--- config.mk ---
export PLATFORM = sky130hd
export DESIGN_NAME = pm_state_ctrl
export DESIGN_NICKNAME = d
export VERILOG_FILES = /design/src/rtl/pm_pkg.sv /design/src/rtl/pm_ctrl.sv /design/src/rtl/pm_datapath.sv /design/src/rtl/pm_state_ctrl.sv
export SDC_FILE = /design/constraint.sdc
export NUM_CORES = 1
export LEC_CHECK = 0
export ABC_AREA = 1
export BUFFER_PORTS_ARGS = -buffer_cell sky130_fd_sc_hd__buf_4
export CAP_MARGIN = 20
export CORE_UTILIZATION = 35
export CTS_CLUSTER_DIAMETER = 40
export DETAILED_ROUTE_END_ITERATION = 7
export GPL_ROUTABILITY_DRIVEN = 0
export PLACE_DENSITY = 0.9
export SLEW_MARGIN = 0
export SYNTH_ARGS = -nofsm -noshare
export SYNTH_HDL_FRONTEND = slang
export SYNTH_HIERARCHICAL = 1
export SYNTH_SLANG_ARGS = --single-unit
--- constraint.sdc ---
create_clock -name clk -period 1.51 [get_ports clk]
set_input_delay 0.302 -clock clk [delete_from_list [all_inputs] [get_ports clk]]
set_output_delay 0.302 -clock clk [all_outputs]
set_load 0.01 [all_outputs]
--- src/rtl/pm_pkg.sv ---
package pm_pkg;
  localparam int REG_W        = 32;
  localparam int WAKE_W       = 5;
  localparam int COLD_IDX     = 4;
  localparam int CAP_D1_BIT   = 9;
  localparam int CAP_D2_BIT   = 10;
  localparam int CAP_WAKE_LSB = 11;
  localparam int CTL_COLD_BIT = 2;
  localparam int CTL_WEN_BIT  = 8;
  localparam int CTL_WST_BIT  = 15;
  localparam int CTL_ERR_BIT  = 16;

  typedef enum logic [1:0] {
    PM_D0  = 2'd0,
    PM_D1  = 2'd1,
    PM_D2  = 2'd2,
    PM_D3H = 2'd3
  } pmState_e;

  typedef struct packed {
    logic     loadState;
    pmState_e newState;
    logic     loadWake;
    logic     wakeVal;
    logic     setErr;
    logic     clrErr;
    logic     setStatus;
    logic     clrStatus;
    logic     pulseRst;
    logic     rstPor;
    logic     enterCold;
    logic     exitCold;
  } pmStrobe_t;
endpackage

--- src/rtl/pm_ctrl.sv ---
module pm_ctrl
  import pm_pkg::*;
#(
  parameter bit               SUPPORT_D1   = 1'b1,
  parameter bit               SUPPORT_D2   = 1'b0,
  parameter logic [WAKE_W-1:0] WAKE_CAP    = 5'b11010,
  parameter bit               KEEP_CONTEXT = 1'b0
) (
  input  logic       ctlWr,
  input  logic [1:0] reqState,
  input  logic       reqWake,
  input  logic       reqClr,
  input  logic [1:0] curState,
  input  logic       coldQ,
  input  logic       wakeEnQ,
  input  logic       powerOff,
  input  logic       wakeSrc,
  output pmStrobe_t  strb
);
  // one support bit per encoded state; D0 and D3hot always present
  localparam logic [3:0] SUP_MASK = {1'b1, SUPPORT_D2, SUPPORT_D1, 1'b1};

  logic       wrOk;
  logic       goLegal;
  logic       wakeOk;
  logic [2:0] wakeIdx;

  always_comb begin
    wrOk    = ctlWr & ~coldQ;
    goLegal = (reqState == curState) || (reqState == 2'd0) ||
              ((reqState > curState) && SUP_MASK[reqState]);
    wakeOk  = ~reqWake | WAKE_CAP[{1'b0, reqState}];
    wakeIdx = coldQ ? 3'(COLD_IDX) : {1'b0, curState};

    strb           = '0;
    strb.newState  = pmState_e'(reqState);
    strb.loadState = wrOk & goLegal & (reqState != curState);
    strb.loadWake  = wrOk & wakeOk;
    strb.wakeVal   = reqWake;
    strb.setErr    = wrOk & ~(goLegal & wakeOk);
    strb.clrErr    = wrOk & goLegal & wakeOk;
    strb.clrStatus = wrOk & reqClr;
    strb.setStatus = wakeSrc & wakeEnQ & WAKE_CAP[wakeIdx];
    strb.enterCold = powerOff & ~coldQ;
    strb.exitCold  = ~powerOff & coldQ;
    strb.rstPor    = strb.exitCold;
    strb.pulseRst  = strb.exitCold |
                     (strb.loadState && reqState == 2'd0 &&
                      curState == 2'd3 && !KEEP_CONTEXT);
  end
endmodule

--- src/rtl/pm_datapath.sv ---
module pm_datapath
  import pm_pkg::*;
#(
  parameter bit                SUPPORT_D1 = 1'b1,
  parameter bit                SUPPORT_D2 = 1'b0,
  parameter logic [WAKE_W-1:0] WAKE_CAP   = 5'b11010
) (
  input  logic             clk,
  input  logic             rstN,
  input  pmStrobe_t        strb,
  input  logic             regSel,
  output logic [REG_W-1:0] regRdData,
  output logic [1:0]       stateOut,
  output logic             coldQ,
  output logic             wakeEnQ,
  output logic             statusQ,
  output logic             resetReq,
  output logic             resetKind
);
  pmState_e stateQ;
  logic     errQ;
  logic [REG_W-1:0] capWord;
  logic [REG_W-1:0] ctlWord;

  always_ff @(posedge clk) begin
    if (!rstN) begin
      stateQ    <= PM_D0;
      coldQ     <= 1'b0;
      wakeEnQ   <= 1'b0;
      statusQ   <= 1'b0;
      errQ      <= 1'b0;
      resetReq  <= 1'b0;
      resetKind <= 1'b0;
    end else begin
      resetReq <= strb.pulseRst;
      if (strb.pulseRst) resetKind <= strb.rstPor;
      if (strb.enterCold) begin
        stateQ <= PM_D3H;
        coldQ  <= 1'b1;
      end else if (strb.exitCold) begin
        stateQ <= PM_D0;
        coldQ  <= 1'b0;
      end else if (strb.loadState) begin
        stateQ <= strb.newState;
      end
      if (strb.loadWake) wakeEnQ <= strb.wakeVal;
      if (strb.setErr) errQ <= 1'b1;
      else if (strb.clrErr) errQ <= 1'b0;
      if (strb.setStatus) statusQ <= 1'b1;
      else if (strb.clrStatus) statusQ <= 1'b0;
    end
  end

  always_comb begin
    capWord = '0;
    capWord[CAP_D1_BIT] = SUPPORT_D1;
    capWord[CAP_D2_BIT] = SUPPORT_D2;
    capWord[CAP_WAKE_LSB +: WAKE_W] = WAKE_CAP;
    ctlWord = '0;
    ctlWord[1:0]          = stateQ;
    ctlWord[CTL_COLD_BIT] = coldQ;
    ctlWord[CTL_WEN_BIT]  = wakeEnQ;
    ctlWord[CTL_WST_BIT]  = statusQ;
    ctlWord[CTL_ERR_BIT]  = errQ;
    regRdData = regSel ? ctlWord : capWord;
    stateOut  = stateQ;
  end
endmodule

--- src/rtl/pm_state_ctrl.sv ---
module pm_state_ctrl
  import pm_pkg::*;
#(
  parameter bit                SUPPORT_D1   = 1'b1,
  parameter bit                SUPPORT_D2   = 1'b0,
  parameter logic [WAKE_W-1:0] WAKE_CAP     = 5'b11010,
  parameter bit                KEEP_CONTEXT = 1'b0
) (
  input  logic             clk,
  input  logic             rstN,
  input  logic             regSel,
  input  logic             regWrEn,
  input  logic [REG_W-1:0] regWrData,
  output logic [REG_W-1:0] regRdData,
  input  logic             wakeSrc,
  input  logic             powerOff,
  output logic [1:0]       pmState,
  output logic             wakeN,
  output logic             resetReq,
  output logic             resetKind
);
  pmStrobe_t strb;
  logic      coldQ;
  logic      wakeEnQ;
  logic      statusQ;

  pm_ctrl #(
    .SUPPORT_D1(SUPPORT_D1), .SUPPORT_D2(SUPPORT_D2),
    .WAKE_CAP(WAKE_CAP), .KEEP_CONTEXT(KEEP_CONTEXT)
  ) u_ctrl (
    .ctlWr   (regWrEn & regSel),
    .reqState(regWrData[1:0]),
    .reqWake (regWrData[CTL_WEN_BIT]),
    .reqClr  (regWrData[CTL_WST_BIT]),
    .curState(pmState),
    .coldQ   (coldQ),
    .wakeEnQ (wakeEnQ),
    .powerOff(powerOff),
    .wakeSrc (wakeSrc),
    .strb    (strb)
  );

  pm_datapath #(
    .SUPPORT_D1(SUPPORT_D1), .SUPPORT_D2(SUPPORT_D2), .WAKE_CAP(WAKE_CAP)
  ) u_dp (
    .clk      (clk),
    .rstN     (rstN),
    .strb     (strb),
    .regSel   (regSel),
    .regRdData(regRdData),
    .stateOut (pmState),
    .coldQ    (coldQ),
    .wakeEnQ  (wakeEnQ),
    .statusQ  (statusQ),
    .resetReq (resetReq),
    .resetKind(resetKind)
  );

  assign wakeN = ~statusQ;
endmodule

==> flow_metrics.tcl <==
set metrics [dict create \
    routedWlPerCell_um 9.11 \
    numCtsBuffers 3 \
    min_period_ns 1.45 \
    synth_seq_cells 8 \
    dieArea_mm2 0.00228 \
    max-cap-violations 0 \
    htree_levels 1 \
    met2_length_um 851 \
    drt_pass1_iterations 4 \
    hold_slack_ns 0.275 \
    grt_max_degree 8 \
    slew_violations 0 \
    hp-class "input port to register" \
    grt_pass1_wl_mm 2.14 \
    synth_most_common_cell "buf_4" \
    start_util_pct 37.4 \
    die_w_um 47.8 \
    synth_cell_types 16 \
    synth_cells 118 \
    tns_ns 0 \
    dp_hpwl_mm 1.14 \
    endpoint_kind "register" \
    peakVddDrop_v 0.000457 \
    die_h_um 47.8 \
    rows 16 \
    grt_usage_pct 13.4 \
    postLayoutCellArea_um2 923 \
    cts_max_path_buffers 2 \
    top_layer_used "met4" \
    clock_latency_ns 0.25 \
    arrival_ns 1.64 \
    area_growth_pct 25.9 \
    ys_top_cells_by_count "buf_4, nand2_1, inv_1" \
    portBuffers 23 \
    start_kind "register" \
    ys_seq_area_share_pct 21.8 \
    clkSlewWorstSetupHoldPaths_ns 0.05 \
    m1WireLength_um 569 \
    power_uw 656 \
    fmax_mhz 687 \
    placed_cell_area_um2 857 \
    outcome "completed" \
    drive_gt1_share_pct 36.6 \
    required_ns 1.70 \
    drtIter0Drc 22 \
    rr_worst_depth 10 \
    avgSynthCellArea_um2 6.21 \
    root_buffer "clkbuf_4" \
    hold_depth 3 \
    placeableCoreArea_mm2 0.00196 \
    synthFlopType "dfxtp_1" \
    p_leak_nw 0.572 \
    period_share_pct 96.3 \
    worst_slack_ns 0.0554 \
    wl_mm 1.57 \
    p_per_area_mw_per_mm2 710 \
    drcViolationCount 0 \
    vias 706 \
    synth_warnings 6 \
    final_util_pct 47.1 \
    setup_viol 0 \
    antenna_left 0 \
    worstSetupPathType "register to register" \
    ys_async_sr_fraction_pct 0 \
    netlist.area_leader.share_pct 29.7 \
    cts_tree "done" \
    cts.sinks 8 \
    final-instance-count-excl-fill 172 \
    via_per_inst 4.10 \
    antenna_found_initial 0 \
    hold_viol 0 \
    nets 187 \
    antenna_cells 0 \
    dp_slack_ns -0.0233 \
    synth_top_cell_by_area "buf_4" \
    wl_met3_um 131 \
    ioPinCount 75 \
    clock_skew_ns 0.000630 \
    dp_cells 168 \
    synth_area_leaders "buf_4, dfxtp_1, nand2_1, inv_1, a21oi_1" \
    grt_overflow 0 \
    synthesis.area_um2 733 \
    grt_pass1_vias 547 \
    synth_edf_count 0 \
    cp_max_fo 3 \
]
-- where the power goes --
part	total, mW	internal [mW]	switching, mW
clock	0.160	0.0907	0.0696
combinational	0.258	0.112	0.146
sequential	0.238	0.227	0.0103
-- timing repair --
| action | CTS | global route |
|---|---|---|
| hold buffers | 0 | 0 |
| endpoints found under the setup margin | 0 | 4 |
| setup buffers | 0 | 1 |
| gates resized for setup | 0 | 13 |
-- final cells by class --
class | instances | area, um^2
inverters | 27 | 101
flip-flops and latches | 8 | 161
well taps | 27 | 33.8
multi-input cells | 76 | 372
repair buffers | 31 | 233
clock buffers | 3 | 22.5
fillers | 213 | 1040
-- registers in the layout, summed over array words and instances, names as in the netlist --
signal / flops
u_dp/coldQ: 1
u_dp/errQ: 1
u_dp/resetKind: 1
u_dp/resetReq: 1
u_dp/stateOut: 2
u_dp/statusQ: 1
u_dp/wakeEnQ: 1
-- routing by layer --
metal / vias up / GRT usage (%)
met1: 315 / 15.9
li1: 352 / -
met4: 0 / 3.33
met5: - / 0
met2: 37 / 22.2
met3: 2 / 5.66
-- worst max-delay path, cell delays in order (launching register included) --
cell	delay, ns
dfxtp_1	0.31
ha_1	0.28
nand2_2	0.09
inv_2	0.04
nor2_1	0.13
nand2_2	0.09
nand2_2	0.09
nor2_2	0.04
inv_2	0.07
nand3_1	0.11
a21oi_2	0.16
-- cell usage in the layout (no fill, tap or decap), types with 2 or more instances in the layout --
master	n
o21ai_1	2
conb_1	23
clkbuf_4	3
nor2_1	8
dfxtp_1	7
a21oi_2	2
inv_1	20
buf_4	31
a21oi_1	6
nor2_2	3
nand3_1	2
nand2_1	19
nand2_2	5
inv_2	7
-- final timing paths --
check,start,endpoint,slack (ns)
hold reg to reg,u_dp/errQ$_SDFFE_PN0P_,u_dp/errQ$_SDFFE_PN0P_,0.50
setup reg to reg,u_dp/stateOut[0]$_SDFFE_PN0P_,u_dp/stateOut[0]$_SDFFE_PN0P_,0.06
setup / recovery,u_dp/stateOut[0]$_SDFFE_PN0P_,u_dp/stateOut[0]$_SDFFE_PN0P_,0.06
hold / removal,rstN,u_dp/resetReq$_SDFF_PN0_,0.27
-- cells by family (layout without fill, tap and decap cells) --
logic type,after synthesis,in the layout,share of synthesized area (%)
other,1,23,0.511
AO/OA/AOI/OAI,12,12,9.05
buffers and inverters,56,61,43.5
flip-flops,8,8,21.8
adder cells (fa/ha/maj),2,2,3.41
AND/OR/NAND/NOR,39,39,21.7
Note: power is estimated with default switching activity, not from simulation.
